==> config.mk <==
export PLATFORM = sky130hd
export DESIGN_NAME = cmp_trap_unit
export DESIGN_NICKNAME = d
export VERILOG_FILES = /design/src/rtl/cmpt_pkg.sv /design/src/rtl/cmpt_operand_sel.sv /design/src/rtl/cmpt_rel_eval.sv /design/src/rtl/cmpt_cr_merge.sv /design/src/rtl/cmpt_trap_eval.sv /design/src/rtl/cmp_trap_unit.sv
export SDC_FILE = /design/constraint.sdc
export NUM_CORES = 1
export LEC_CHECK = 0
export ABC_AREA = 1
export BUFFER_PORTS_ARGS = -buffer_cell sky130_fd_sc_hd__buf_4
export CORE_UTILIZATION = 40
export CTS_BUF_LIST = sky130_fd_sc_hd__clkbuf_8
export DETAILED_ROUTE_END_ITERATION = 8
export GPL_TIMING_DRIVEN = 0
export PLACE_DENSITY_LB_ADDON = 0.05
export SLEW_MARGIN = 10
export SYNTH_ARGS = -nofsm -noshare
export SYNTH_HDL_FRONTEND = slang
export SYNTH_SLANG_ARGS = --single-unit
==> constraint.sdc <==
create_clock -name clk -period 4.9 [get_ports clk]
set_clock_uncertainty 0.05 [all_clocks]
set_input_delay 0.735 -clock clk [delete_from_list [all_inputs] [get_ports clk]]
set_output_delay 0.735 -clock clk [all_outputs]
set_load 0.03 [all_outputs]
==> src/rtl/cmpt_pkg.sv <==
package cmpt_pkg;
  localparam int FLD_W  = 4;
  localparam int NIB_LT = 3;
  localparam int NIB_GT = 2;
  localparam int NIB_EQ = 1;
  localparam int NIB_SO = 0;

  typedef enum logic {
    OP_CMP  = 1'b0,
    OP_TRAP = 1'b1
  } op_e;

  typedef struct packed {
    logic slt;
    logic sgt;
    logic eq;
    logic ult;
    logic ugt;
  } rel_t;
endpackage

==> src/rtl/cmpt_operand_sel.sv <==
module cmpt_operand_sel #(
  parameter int DATA_W = 32,
  parameter int IMM_W  = 16
) (
  input  logic              use_imm,
  input  logic              sign_ext,
  input  logic [IMM_W-1:0]  imm,
  input  logic [DATA_W-1:0] reg_b,
  output logic [DATA_W-1:0] opnd
);
  localparam int PAD_W = DATA_W - IMM_W;

  function automatic logic [DATA_W-1:0] widen(input logic [IMM_W-1:0] v, input logic sx);
    logic fill;
    fill = sx & v[IMM_W-1];
    return {{PAD_W{fill}}, v};
  endfunction

  assign opnd = use_imm ? widen(imm, sign_ext) : reg_b;
endmodule

==> src/rtl/cmpt_rel_eval.sv <==
module cmpt_rel_eval
  import cmpt_pkg::*;
#(
  parameter int DATA_W = 32
) (
  input  logic [DATA_W-1:0] a,
  input  logic [DATA_W-1:0] b,
  output rel_t              rel
);
  function automatic logic [DATA_W-1:0] bias(input logic [DATA_W-1:0] v);
    return {~v[DATA_W-1], v[DATA_W-2:0]};
  endfunction

  logic [DATA_W-1:0] a_b, b_b;
  assign a_b = bias(a);
  assign b_b = bias(b);

  always_comb begin
    rel.slt = a_b < b_b;
    rel.sgt = a_b > b_b;
    rel.eq  = a == b;
    rel.ult = a < b;
    rel.ugt = a > b;
  end
endmodule

==> src/rtl/cmpt_cr_merge.sv <==
module cmpt_cr_merge
  import cmpt_pkg::*;
#(
  parameter int NFIELD = 8,
  localparam int CR_W  = NFIELD * FLD_W,
  localparam int SEL_W = $clog2(NFIELD)
) (
  input  logic [CR_W-1:0]  cr_cur,
  input  logic [SEL_W-1:0] fld,
  input  logic [FLD_W-1:0] nib,
  output logic [CR_W-1:0]  cr_next,
  output logic [CR_W-1:0]  keep_mask
);
  for (genvar g = 0; g < NFIELD; g++) begin : g_fld
    localparam int LO = (NFIELD - 1 - g) * FLD_W;
    logic hit;
    assign hit = (fld == SEL_W'(g));
    assign cr_next[LO +: FLD_W]   = hit ? nib : cr_cur[LO +: FLD_W];
    assign keep_mask[LO +: FLD_W] = {FLD_W{~hit}};
  end
endmodule

==> src/rtl/cmpt_trap_eval.sv <==
module cmpt_trap_eval
  import cmpt_pkg::*;
(
  input  logic [4:0] opts,
  input  rel_t       rel,
  output logic       hit
);
  function automatic logic any_enabled(input logic [4:0] m, input rel_t r);
    return |(m & {r.slt, r.sgt, r.eq, r.ult, r.ugt});
  endfunction

  assign hit = any_enabled(opts, rel);
endmodule

==> src/rtl/cmp_trap_unit.sv <==
module cmp_trap_unit
  import cmpt_pkg::*;
#(
  parameter int DATA_W = 32,
  parameter int IMM_W  = 16,
  parameter int NFIELD = 8,
  localparam int CR_W  = NFIELD * FLD_W,
  localparam int SEL_W = $clog2(NFIELD)
) (
  input  logic              clk,
  input  logic              rst_n,
  input  logic              start,
  input  logic              op_sel,
  input  logic              signed_sel,
  input  logic              use_imm,
  input  logic [IMM_W-1:0]  imm,
  input  logic [DATA_W-1:0] opnd_a,
  input  logic [DATA_W-1:0] opnd_b,
  input  logic [SEL_W-1:0]  fld_sel,
  input  logic [4:0]        trap_opts,
  input  logic              sum_ovf,
  output logic [CR_W-1:0]   cr_out,
  output logic              trap_req,
  output logic              done
);
  logic [DATA_W-1:0] b_eff;
  rel_t              rel;
  logic [FLD_W-1:0]  nib;
  logic [CR_W-1:0]   cr_next, keep_mask;
  logic              trap_hit;
  logic              is_trap, cmp_fire, trap_fire;

  cmpt_operand_sel #(.DATA_W(DATA_W), .IMM_W(IMM_W)) u_opsel (
    .use_imm (use_imm),
    .sign_ext(signed_sel),
    .imm     (imm),
    .reg_b   (opnd_b),
    .opnd    (b_eff)
  );

  cmpt_rel_eval #(.DATA_W(DATA_W)) u_rel (
    .a  (opnd_a),
    .b  (b_eff),
    .rel(rel)
  );

  always_comb begin
    nib         = '0;
    nib[NIB_LT] = signed_sel ? rel.slt : rel.ult;
    nib[NIB_GT] = signed_sel ? rel.sgt : rel.ugt;
    nib[NIB_EQ] = rel.eq;
    nib[NIB_SO] = sum_ovf;
  end

  cmpt_cr_merge #(.NFIELD(NFIELD)) u_merge (
    .cr_cur   (cr_out),
    .fld      (fld_sel),
    .nib      (nib),
    .cr_next  (cr_next),
    .keep_mask(keep_mask)
  );

  cmpt_trap_eval u_trap (
    .opts(trap_opts),
    .rel (rel),
    .hit (trap_hit)
  );

  assign is_trap   = (op_sel == OP_TRAP);
  assign cmp_fire  = start & ~is_trap;
  assign trap_fire = start & is_trap;

  always_ff @(posedge clk) begin
    if (!rst_n) begin
      cr_out   <= '0;
      trap_req <= 1'b0;
      done     <= 1'b0;
    end else begin
      done     <= start;
      trap_req <= trap_fire & trap_hit;
      if (cmp_fire) cr_out <= cr_next;
    end
  end

  AST_DONE_AFTER_START: assert property (@(posedge clk) disable iff (!rst_n) start |=> done);
  AST_NO_SPURIOUS_DONE: assert property (@(posedge clk) disable iff (!rst_n) !start |=> !done);
  AST_TRAP_WITH_DONE: assert property (@(posedge clk) disable iff (!rst_n) trap_req |-> done);
  AST_TRAP_KEEPS_CR: assert property (@(posedge clk) disable iff (!rst_n) trap_fire |=> $stable(cr_out));
  AST_CMP_NO_TRAP: assert property (@(posedge clk) disable iff (!rst_n) cmp_fire |=> !trap_req);
  AST_REL_ONEHOT_S: assert property (@(posedge clk) disable iff (!rst_n) $countones({rel.slt, rel.sgt, rel.eq}) == 1);
  AST_REL_ONEHOT_U: assert property (@(posedge clk) disable iff (!rst_n) $countones({rel.ult, rel.ugt, rel.eq}) == 1);
  AST_OUTSIDE_KEPT: assert property (@(posedge clk) disable iff (!rst_n)
    cmp_fire |=> ((cr_out ^ $past(cr_out)) & $past(keep_mask)) == '0);
endmodule

==> results.yml <==
finish:
  antenna_cells: 0
  nFillCells: 594
  mostFrequentLayoutCells: "buf_4 (126), nor2_1 (53), o21ai_0 (40)"
  fin_nets: 591
  final_common_cell: "buf_4"
  drive_gt1_share_pct: 38.1
  areaGrowthSynthToFinish_pct: 44.8
route:
  vias_per_cell: 4.80
  ant_nets: 0
  wire_per_inst_um: 11.5
  via_count: 2587
  route.detailed.drc: 0
  dr.pass1.iters: 4
  drt_first_iter_violations: 92
  wl_um: 6180
synthesis:
  synthSimpleGateAreaFrac_pct: 24.3
  muxShareOfSynthArea_pct: 6.40
  synth_adder_area_share_pct: 16.4
  synth_compound_area_share_pct: 19.4
  postSynthAreaPerCell_um2: 7.64
  ys_seq_area_share_pct: 27.0
  ys_types: 30
  synth_seq_cells: 34
  synth_area_mm2: 0.00252
  synth_xor_area_share_pct: 0
  synth_top_family_by_area: "simple AND/OR/NAND/NOR gates"
  synth.net_count: 458
  synthCells: 330
  yosys_warnings: 0
status:
  outcome: "complete, no violations"
clocking:
  cts.sinks: 34
  clock_path_buffers: 2
  clk_latency_ns: 0.28
  htreeDepth: 2
  clkTransAtPathRegs_ns: 0.06
  cts_buffers: 5
  ctsHoldBuffers: 0
  cts_resized: 0
  post_cts_buffers: 0
  cts_tree: "yes"
  root_buffer: "clkbuf_8"
place:
  dp_hpwl_um: 5190
  io_buffers: 126
  place.gp.congestion: 0.740
timing:
  maxSlewHeadroom_pct: 64.7
  whs_ns: 0.475
  hold_viol_final: 0
  slew_viol_final: 0
  fin_crit_ns: 2.91
  fin_crit_sh_pct: 59.3
  tns_ns: 0
  tightest_slew_ns: 0.530
  rsz0062_at_grt: "false"
  fmax_ghz: 0.344
  setup-violations-final: 0
power_and_ir_drop:
  power_switching_w: 0.000224
  clkPwrFrac_pct: 28.4
  p_leak_nw: 1.91
  max-vdd-ir-drop_v: 0.000160
  power_frac_seq_pct: 39.1
  p_int_w: 0.000507
  power_frac_comb_pct: 32.5
  p_sw_share_pct: 30.6
  p_per_area_mw_per_mm2: 200
critical_path:
  cpMaxStageDelayCell: "buf_1"
  worst-endpoint-required_ns: 5.01
  cp_cell_sequence: "clkbuf_1 -> buf_1 -> mux2i_1 -> ha_1 -> nand2_1 -> nor2_1 -> nand4_1 -> nor4_4 -> nand2_2 -> nand3_4 -> a21oi_2"
  cpPeakStageDelay_ns: 0.46
  cp-start-kind: "input port"
  critical_path.max_fanout: 10
  critPathArrivalTime_ns: 3.01
  endpoint_kind: "register"
  worstSetupPathType: "input port to register"
grt:
  grt_pass1_wl_um: 10400
  grt-ovfl-total: 0
  grt_pass1_vias: 2476
  grt.total_usage_pct: 20.1
  grt_max_degree: 11
  antenna_found_initial: 0
floorplanning:
  core-area_mm2: 0.00599
  io_pins: 129
  num_rows: 28
  initial_utilization_pct: 42.1
  die-area_mm2: 0.00663
  die_h_um: 81.4
  die_w_um: 81.4
run:
  cap_violations: 0
worst_hold_path:
  hold_path.class: "register to register"
[sequential cells by signal (all words and copies together) (netlist names)]
name      flops
trap_req      1
cr_out       32
done          1
[stage by stage]
stage / util [%] / worst slack [ns] / total power, W / cells / cell area, um2
2_1_floorplan: - / 2.16 / 0.000436 / 330 / 2520
3_3_place_gp: 59.5 / 1.70 / 0.000527 / 531 / 3560
3_5_place_dp: 59.5 / 1.68 / 0.000533 / 531 / 3560
4_1_cts: 61.0 / 1.96 / 0.000741 / 539 / 3650
5_1_grt: 61.0 / 1.70 / 0.000782 / 539 / 3650
6_report: 61.0 / 1.99 / 0.000731 / 539 / 3650
[power groups by stage]
stage / Combinational, W / Sequential, W / Clock, W
after floorplan: 0.000131 / 0.000305 / 0
after global placement: 0.000235 / 0.000292 / 0
after detailed placement: 0.000241 / 0.000292 / 0
after CTS: 0.000242 / 0.000286 / 0.000213
after global routing: 0.000269 / 0.000287 / 0.000226
final: 0.000238 / 0.000286 / 0.000208
[synth_stat cells]
library cell | n | area, um2
o21ai_2 | 9 | 78.8
ha_1 | 33 | 413
nand2_2 | 6 | 37.5
nor3_1 | 2 | 10.0
nor4_4 | 1 | 21.3
nand2_4 | 2 | 22.5
nor2_1 | 53 | 199
dfxtp_1 | 34 | 681
nor3_2 | 2 | 20.0
nor2_2 | 2 | 12.5
nor2_4 | 2 | 22.5
nand4_2 | 1 | 12.5
buf_1 | 2 | 7.51
nand3_4 | 3 | 52.6
o21ai_0 | 40 | 200
nand3b_4 | 1 | 20.0
a21o_1 | 1 | 7.51
buf_2 | 1 | 5.00
mux2_2 | 1 | 11.3
or2_1 | 1 | 6.26
o21ai_1 | 3 | 15.0
mux2i_1 | 15 | 150
a21oi_1 | 20 | 100
nand3_1 | 4 | 20.0
clkbuf_1 | 5 | 18.8
a21oi_2 | 10 | 87.6
nand2_1 | 38 | 143
inv_2 | 3 | 11.3
inv_1 | 33 | 124
nand4_1 | 2 | 12.5
[critical path, delay by kind of cell]
kind | cells | cell delay [ns]
compound gates | 1 | 0.07
fa+ha+maj | 1 | 0.31
buf+inv | 2 | 0.67
mux | 1 | 0.15
simple gates | 6 | 1.08
[area by class of cell]
class | count | area, um2 | area share (%)
plain buffers | 8 | 31.3 | 0.856
clock buffers | 6 | 82.6 | 2.26
clock inverters | 2 | 8.76 | 0.240
inverters | 36 | 135 | 3.70
multi-input cells | 252 | 1680 | 45.9
flip-flops and latches | 34 | 681 | 18.6
well taps | 75 | 93.8 | 2.57
repair buffers | 126 | 946 | 25.9
[path summary, 6_finish.rpt]
path,from,to,slack [ns],depth (start not counted)
worst max-delay path,use_imm,cr_out[6],1.99,11
worst min-delay path,cr_out[20],cr_out[20],0.47,2
worst max register to register,cr_out[10],cr_out[10],4.16,2
worst min register to register,cr_out[20],cr_out[20],0.47,2
[routing by layer]
metal	up-vias	GRT usage [%]	wire length, um
met5	-	0	0
met4	0	4.11	70
met3	8	5.00	431
met2	86	35.2	2900
met1	1128	24.7	2780
li1	1365	-	-
[cells by family (layout without fill, tap and decap cells)]
logic type / after synthesis / after routing
AO/OA/AOI/OAI: 83 / 83
adder cells (fa/ha/maj): 33 / 33
AND/OR/NAND/NOR: 120 / 120
buffers and inverters: 44 / 178
flip-flops: 34 / 34
multiplexers: 16 / 16
(Power assumes the default switching activity.)
